==> src/rtl/dic_pkg.sv <==
package dic_pkg;
  localparam int REG_W = 5;

  typedef enum logic [2:0] {
    K_NOP, K_ALU, K_BR, K_LD, K_ST, K_BAD
  } kind_e;

  typedef struct packed {
    kind_e            kind;
    logic [REG_W-1:0] dst;
    logic [REG_W-1:0] src_a;
    logic [REG_W-1:0] src_b;
    logic             rd_a;
    logic             rd_b;
  } dinfo_t;

  function automatic logic reads_reg(input dinfo_t d, input logic [REG_W-1:0] r);
    return (r != '0) && ((d.rd_a && d.src_a == r) || (d.rd_b && d.src_b == r));
  endfunction
endpackage

==> src/rtl/dic_decode.sv <==
module dic_decode
  import dic_pkg::*;
#(
  parameter int INSTR_W = 32
) (
  input  logic [INSTR_W-1:0] instr,
  output dinfo_t             info
);
  localparam int OP_HI = INSTR_W - 1;
  localparam int OP_LO = INSTR_W - 6;
  localparam int RS_LO = OP_LO - REG_W;
  localparam int RT_LO = RS_LO - REG_W;
  localparam int RD_LO = RT_LO - REG_W;

  logic [5:0]       op;
  logic [REG_W-1:0] rs, rt, rd;
  logic             unused_low;

  assign op = instr[OP_HI:OP_LO];
  assign rs = instr[OP_LO-1:RS_LO];
  assign rt = instr[RS_LO-1:RT_LO];
  assign rd = instr[RT_LO-1:RD_LO];
  assign unused_low = ^instr[RD_LO-1:0];

  always_comb begin
    info = '{kind: K_BAD, dst: '0, src_a: rs, src_b: rt, rd_a: 1'b0, rd_b: 1'b0};
    if (instr == '0) begin
      info.kind = K_NOP;
    end else if (op == 6'h00) begin
      info.kind = K_ALU; info.dst = rd; info.rd_a = 1'b1; info.rd_b = 1'b1;
    end else if (op == 6'h04 || op == 6'h05) begin
      info.kind = K_BR; info.rd_a = 1'b1; info.rd_b = 1'b1;
    end else if (op inside {[6'h08:6'h0F]}) begin
      info.kind = K_ALU; info.dst = rt; info.rd_a = 1'b1;
    end else if (op inside {[6'h20:6'h25]}) begin
      info.kind = K_LD; info.dst = rt; info.rd_a = 1'b1;
    end else if (op inside {[6'h28:6'h2B]}) begin
      info.kind = K_ST; info.rd_a = 1'b1; info.rd_b = 1'b1;
    end
  end
endmodule

==> config.mk <==
export PLATFORM = sky130hd
export DESIGN_NAME = dic_decode
export DESIGN_NICKNAME = d
export VERILOG_FILES = /design/src/rtl/dic_pkg.sv /design/src/rtl/dic_decode.sv
export SDC_FILE = /design/constraint.sdc
export NUM_CORES = 1
export LEC_CHECK = 0
export BUFFER_PORTS_ARGS = -buffer_cell sky130_fd_sc_hd__buf_4
export CAP_MARGIN = 10
export CORE_AREA = 2 2 39 41
export DETAILED_ROUTE_END_ITERATION = 6
export DIE_AREA = 0 0 41 43
export PLACE_DENSITY = 0.77
export SLEW_MARGIN = 5
export SYNTH_ARGS = -nofsm -noshare
export SYNTH_HDL_FRONTEND = slang
export SYNTH_SLANG_ARGS = --single-unit
==> constraint.sdc <==
create_clock -name vclk -period 3.5
set_clock_uncertainty 0.05 [all_clocks]
set_input_delay 0.175 -clock vclk [all_inputs]
set_output_delay 0.175 -clock vclk [all_outputs]
set_load 0.01 [all_outputs]
==> results of run 1 <==
-- cell usage in the layout, fill, tap and decap left out --
cell / count
a211oi_1: 1
a21o_1: 1
a21oi_1: 4
a22o_2: 5
and3_1: 2
and4_1: 1
buf_4: 52
inv_1: 3
nand2_1: 1
nor2_1: 3
nor2b_1: 1
nor3_1: 1
nor4_1: 6
nor4_4: 1
o211ai_1: 1
o21ai_0: 2
o21ba_1: 1
o31ai_1: 1
or2_2: 1
or2b_1: 1
or3_4: 1
-- cells by family (layout without fill, tap and decap cells) --
logic type	after synthesis	count (layout)	share of synthesized area [%]
buffers and inverters	13	55	25.6
AOI/OAI and AO/OA	16	16	35.6
and+or+nand+nor	19	19	38.9
-- critical path: stages --
cell and delay (ps):
buf_4 130, or3_4 390, nor4_4 300, and3_1 270
o21ba_1 160, buf_4 140
-- routing by layer --
layer  up-vias  part of all wire (%)  global-route usage, %
met5         -                     0                      0
met4         0                     0                      0
met3         0                    15                   1.05
met2        37                    49                   24.1
met1       236                    36                   16.5
li1        259                     -                      -
-- through the flow --
step	cell area, µm²	worst slack (ps)
5_1_grt	673	1620
4_1_cts	673	1690
3_3_place_gp	673	1740
2_1_floorplan	338	2060
6_report	673	1710
3_5_place_dp	673	1690
-- final cells by class --
type / count / share of cell area (%)
repair buffers: 52 / 58.0
multi-input cells: 35 / 37.4
well taps: 16 / 2.97
inverters: 3 / 1.67
-- power by group through the flow --
stage | clock network [W] | registers [W] | logic [W]
after global placement | 0 | 0 | 0.0000751
final | 0 | 0 | 0.0000752
after CTS | 0 | 0 | 0.0000757
after global routing | 0 | 0 | 0.0000811
after detailed placement | 0 | 0 | 0.0000754
after floorplan | 0 | 0 | 0.0000295
-- worst max path at each step --
stage          slack, ps  startpoint  endpoint  depth (start not counted)
5_1_grt             1620   instr[29]   info[0]                          6
4_1_cts             1690   instr[29]   info[0]                          6
6_report            1710   instr[29]   info[0]                          6
3_5_place_dp        1690   instr[29]   info[0]                          6
2_1_floorplan       2060   instr[29]   info[0]                          4
3_3_place_gp        1740   instr[29]   info[0]                          6
==> flow_summary.yaml, run 1 <==
clocking:
  post_cts_resized: 0
  postCtsHoldBufs: 0
  postCtsSetupBuffers: 0
timing:
  worst_hold_slack_ps: 488
  hold_violations: 0
  finalCriticalPeriod_ps: 1790
  rsz0062_at_grt: "false"
  drv_slew: 0
  tns_ps: 0
  finalCritPeriodShare_pct: 51.1
  worst_pin_slew_ps: 394
  slew-limit-headroom_pct: 73.6
  finalSetupViolCount: 0
  max_freq_mhz: 559
yosys:
  synth_cells: 48
  ys_seq_area_share_pct: 0
  synth.top_cells.by_count: "buf_4, nor4_1, a22o_2, a21oi_1"
  syn_area_um2: 338
  syn_nets: 80
  ys_top_cells_by_area: "buf_4, a22o_2, nor4_1"
  ys_types: 21
  yosys.cell_count.top_type: "buf_4"
  syn_avg_cell_area_um2: 7.04
  synth_area_leader_cell: "buf_4"
  yosysWarnings: 0
  synth_top_area_share_pct: 22.2
setup_path:
  arrival_ps: 1560
  crit_fanout: 7
  cp-end-kind: "output port"
  crit_path_start_kind: "input pin"
  required_ps: 3270
  worst-setup-path-type: "input pin to output port"
power_and_ir_drop:
  p_per_area_nw_per_um2: 112
  switching_share_pct: 39.9
  seqPwrFrac_pct: 0
  p_int_w: 0.0000452
  power_frac_clock_pct: 0
  finalPower_w: 0.0000752
  p_sw_w: 0.0000300
  max-vdd-ir-drop_v: 0.0000499
  combinationalPowerShare_pct: 100.0
  leakage_nw: 0.350
global_routing:
  antenna_found_initial: 0
  grt_max_degree: 8
  grt_pass1_wl_um: 1750
  grt_pass1_vias: 477
  gr-usage-all-layers_pct: 13.1
  grt_overflow: 0
floorplanning:
  die_area_um2: 1760
  die_w_um: 41
  core_area_um2: 1380
  io_pins: 52
  die_y_um: 43
  num_rows: 14
  start_util_pct: 24.4
placement:
  routabilityCongestion: 0.719
  port_buffers: 52
  post-dp-hpwl_um: 1080
  post-place-cells: 106
layout:
  design.seq.count: 0
  syn_to_final_growth_pct: 99.3
  stdcell_count: 106
  fin_nets: 124
  clock_buffers: 0
  fillers: 146
  num_antenna_cells: 0
  ff_latch_area_um2: 0
  finalCoreUtilization_pct: 48.6
  multi_input_area_um2: 251
  drive_gt1_share_pct: 66.7
routing:
  drcViolationCount: 0
  routedWlPerCell_um: 11.2
  vias_per_cell: 5.02
  dr.pass1.iters: 2
  first_iter_violations: 6
  via_count: 532
  ant_nets: 0
  finalWirelength_um: 1190
hold_path:
  worstHoldStart: "instr[21]"
  worstHoldEndpoint: "info[7]"
  hold_class: "input pin to output port"
  hold_path_depth: 2
flow_run:
  max-cap-violations: 0
outcome:
  status: "finished, final reports clean"
No activity file was read; power rests on OpenSTA's default activity.
==> run 2, diff against run 1 <==
--- a/config.mk
+++ b/config.mk
@@ -10,7 +10,7 @@
 export CORE_AREA = 2 2 39 41
 export DETAILED_ROUTE_END_ITERATION = 6
 export DIE_AREA = 0 0 41 43
-export PLACE_DENSITY = 0.77
+export PLACE_DENSITY = 0.8
 export SLEW_MARGIN = 5
 export SYNTH_ARGS = -nofsm -noshare
 export SYNTH_HDL_FRONTEND = slang
==> constraint.sdc (replaced) <==
create_clock -name vclk -period 1.6
set_clock_uncertainty 0.05 [all_clocks]
set_input_delay 0.08 -clock vclk [all_inputs]
set_output_delay 0.08 -clock vclk [all_outputs]
set_load 0.01 [all_outputs]
==> run 2 against run 1 <==
  * Critical path depth did not move
  * Die area did not move
  * First-iteration DRC count shrank 67%
  * Final cell count up 0.94%
  * Sequential cell count is the same
  * Non-clock buffer count up 1
  * Combinational power increased by 120%
  * Final area grew 1.1%
  * Global-route usage rose by 2.3 points
  * Largest power group unchanged
==> flow_summary.yaml, run 2 (synthesized netlist as in run 1, its figures left out) <==
outcome:
  status: "finished, final reports clean"
timing:
  rsz0062_at_grt: "false"
  drv_slew: 0
  slew-limit-headroom_pct: 72.4
  finalCritPeriodShare_pct: 89.9
  finalSetupViolCount: 0
  setup_ws_ps: 162
  max_freq_mhz: 695
  finalCriticalPeriod_ps: 1440
  tns_ps: 0
  hold_violations: 0
  worst_pin_slew_ps: 414
placement:
  pre_cts_ws_ps: 160
  post-dp-hpwl_um: 1190
  routabilityCongestion: 0.661
  port_buffers: 52
routing:
  via_count: 524
  dr.pass1.iters: 2
  vias_per_cell: 4.90
  first_iter_violations: 2
  drcViolationCount: 0
  finalWirelength_um: 1310
  ant_nets: 0
  routedWlPerCell_um: 12.2
clocking:
  postCtsHoldBufs: 0
  post_cts_resized: 0
  postCtsSetupBuffers: 0
global_routing:
  grt_max_degree: 7
  gr-usage-all-layers_pct: 15.4
  grt_pass1_vias: 483
  antenna_found_initial: 0
  grt_overflow: 0
  grt_pass1_wl_um: 1980
floorplanning:
  core_area_um2: 1380
  die_area_um2: 1760
  die_w_um: 41
  io_pins: 52
  num_rows: 14
  die_y_um: 43
  start_util_pct: 24.4
setup_path:
  worst-setup-path-type: "input pin to output port"
  crit_family: "simple AND/OR/NAND/NOR gates"
  cp-end-kind: "output port"
  crit_path_max_incr_delay_ps: 390
  arrival_ps: 1310
  crit_fanout: 6
  crit_path_start_kind: "input pin"
  worst-path-buf-inv: 2
  required_ps: 1470
  path_common_cell: "buf_4"
  cp_slowest_cell: "or3_4"
  path_cells: "buf_4, or3_4, or2_2, a21oi_1, o21ba_1, buf_4"
layout:
  clock_buffers: 0
  syn_to_final_growth_pct: 101
  num_antenna_cells: 0
  fin_nets: 125
  final_common_cell: "buf_4"
  drive_gt1_share_pct: 67.0
  layout_common_cells: "buf_4, nor4_1, a22o_2"
  ff_latch_area_um2: 0
  multi_input_area_um2: 251
  fillers: 140
  design.seq.count: 0
flow_run:
  max-cap-violations: 0
power_and_ir_drop:
  max-vdd-ir-drop_v: 0.000106
  p_per_area_nw_per_um2: 245
  leakage_nw: 0.356
hold_path:
  hold_class: "input pin to output port"
-- run 2: layout make-up --
type / instances / share of cell area [%]
repair buffers: 53 / 58.5
multi-input cells: 35 / 36.9
well taps: 16 / 2.94
inverters: 3 / 1.65
-- run 2: routing by layer --
metal  track usage, %  share of wire (%)  vias to the layer above
li1                 -                  -                      263
met1             18.7                 34                      228
met2             29.1                 55                       33
met3             1.05                 11                        0
met4                0                  0                        0
met5                0                  0                        -
-- run 2: worst paths after layout --
| check | startpoint | end | cells past startpoint |
|---|---|---|---|
| max | instr[29] | info[0] | 6 |
| min | instr[23] | info[9] | 2 |
-- run 2: power breakdown --
part / total, W / switching [W] / internal [W]
clock network: 0 / 0 / 0
logic: 0.000167 / 0.0000678 / 0.0000992
registers: 0 / 0 / 0
total: 0.000167 / 0.0000678 / 0.0000992
-- run 2: metrics by stage --
stage / total power [W] / hold WS [ps] / instances / cell area (µm²) / util [%]
floorplan: 0.0000646 / 160 / 48 / 338 / -
global placement: 0.000163 / 297 / 107 / 681 / 49.2
detailed placement: 0.000167 / 299 / 107 / 681 / 49.2
CTS: 0.000168 / 300 / 107 / 681 / 49.2
global route: 0.000179 / 303 / 107 / 681 / 49.2
finish: 0.000167 / 298 / 107 / 681 / 49.2
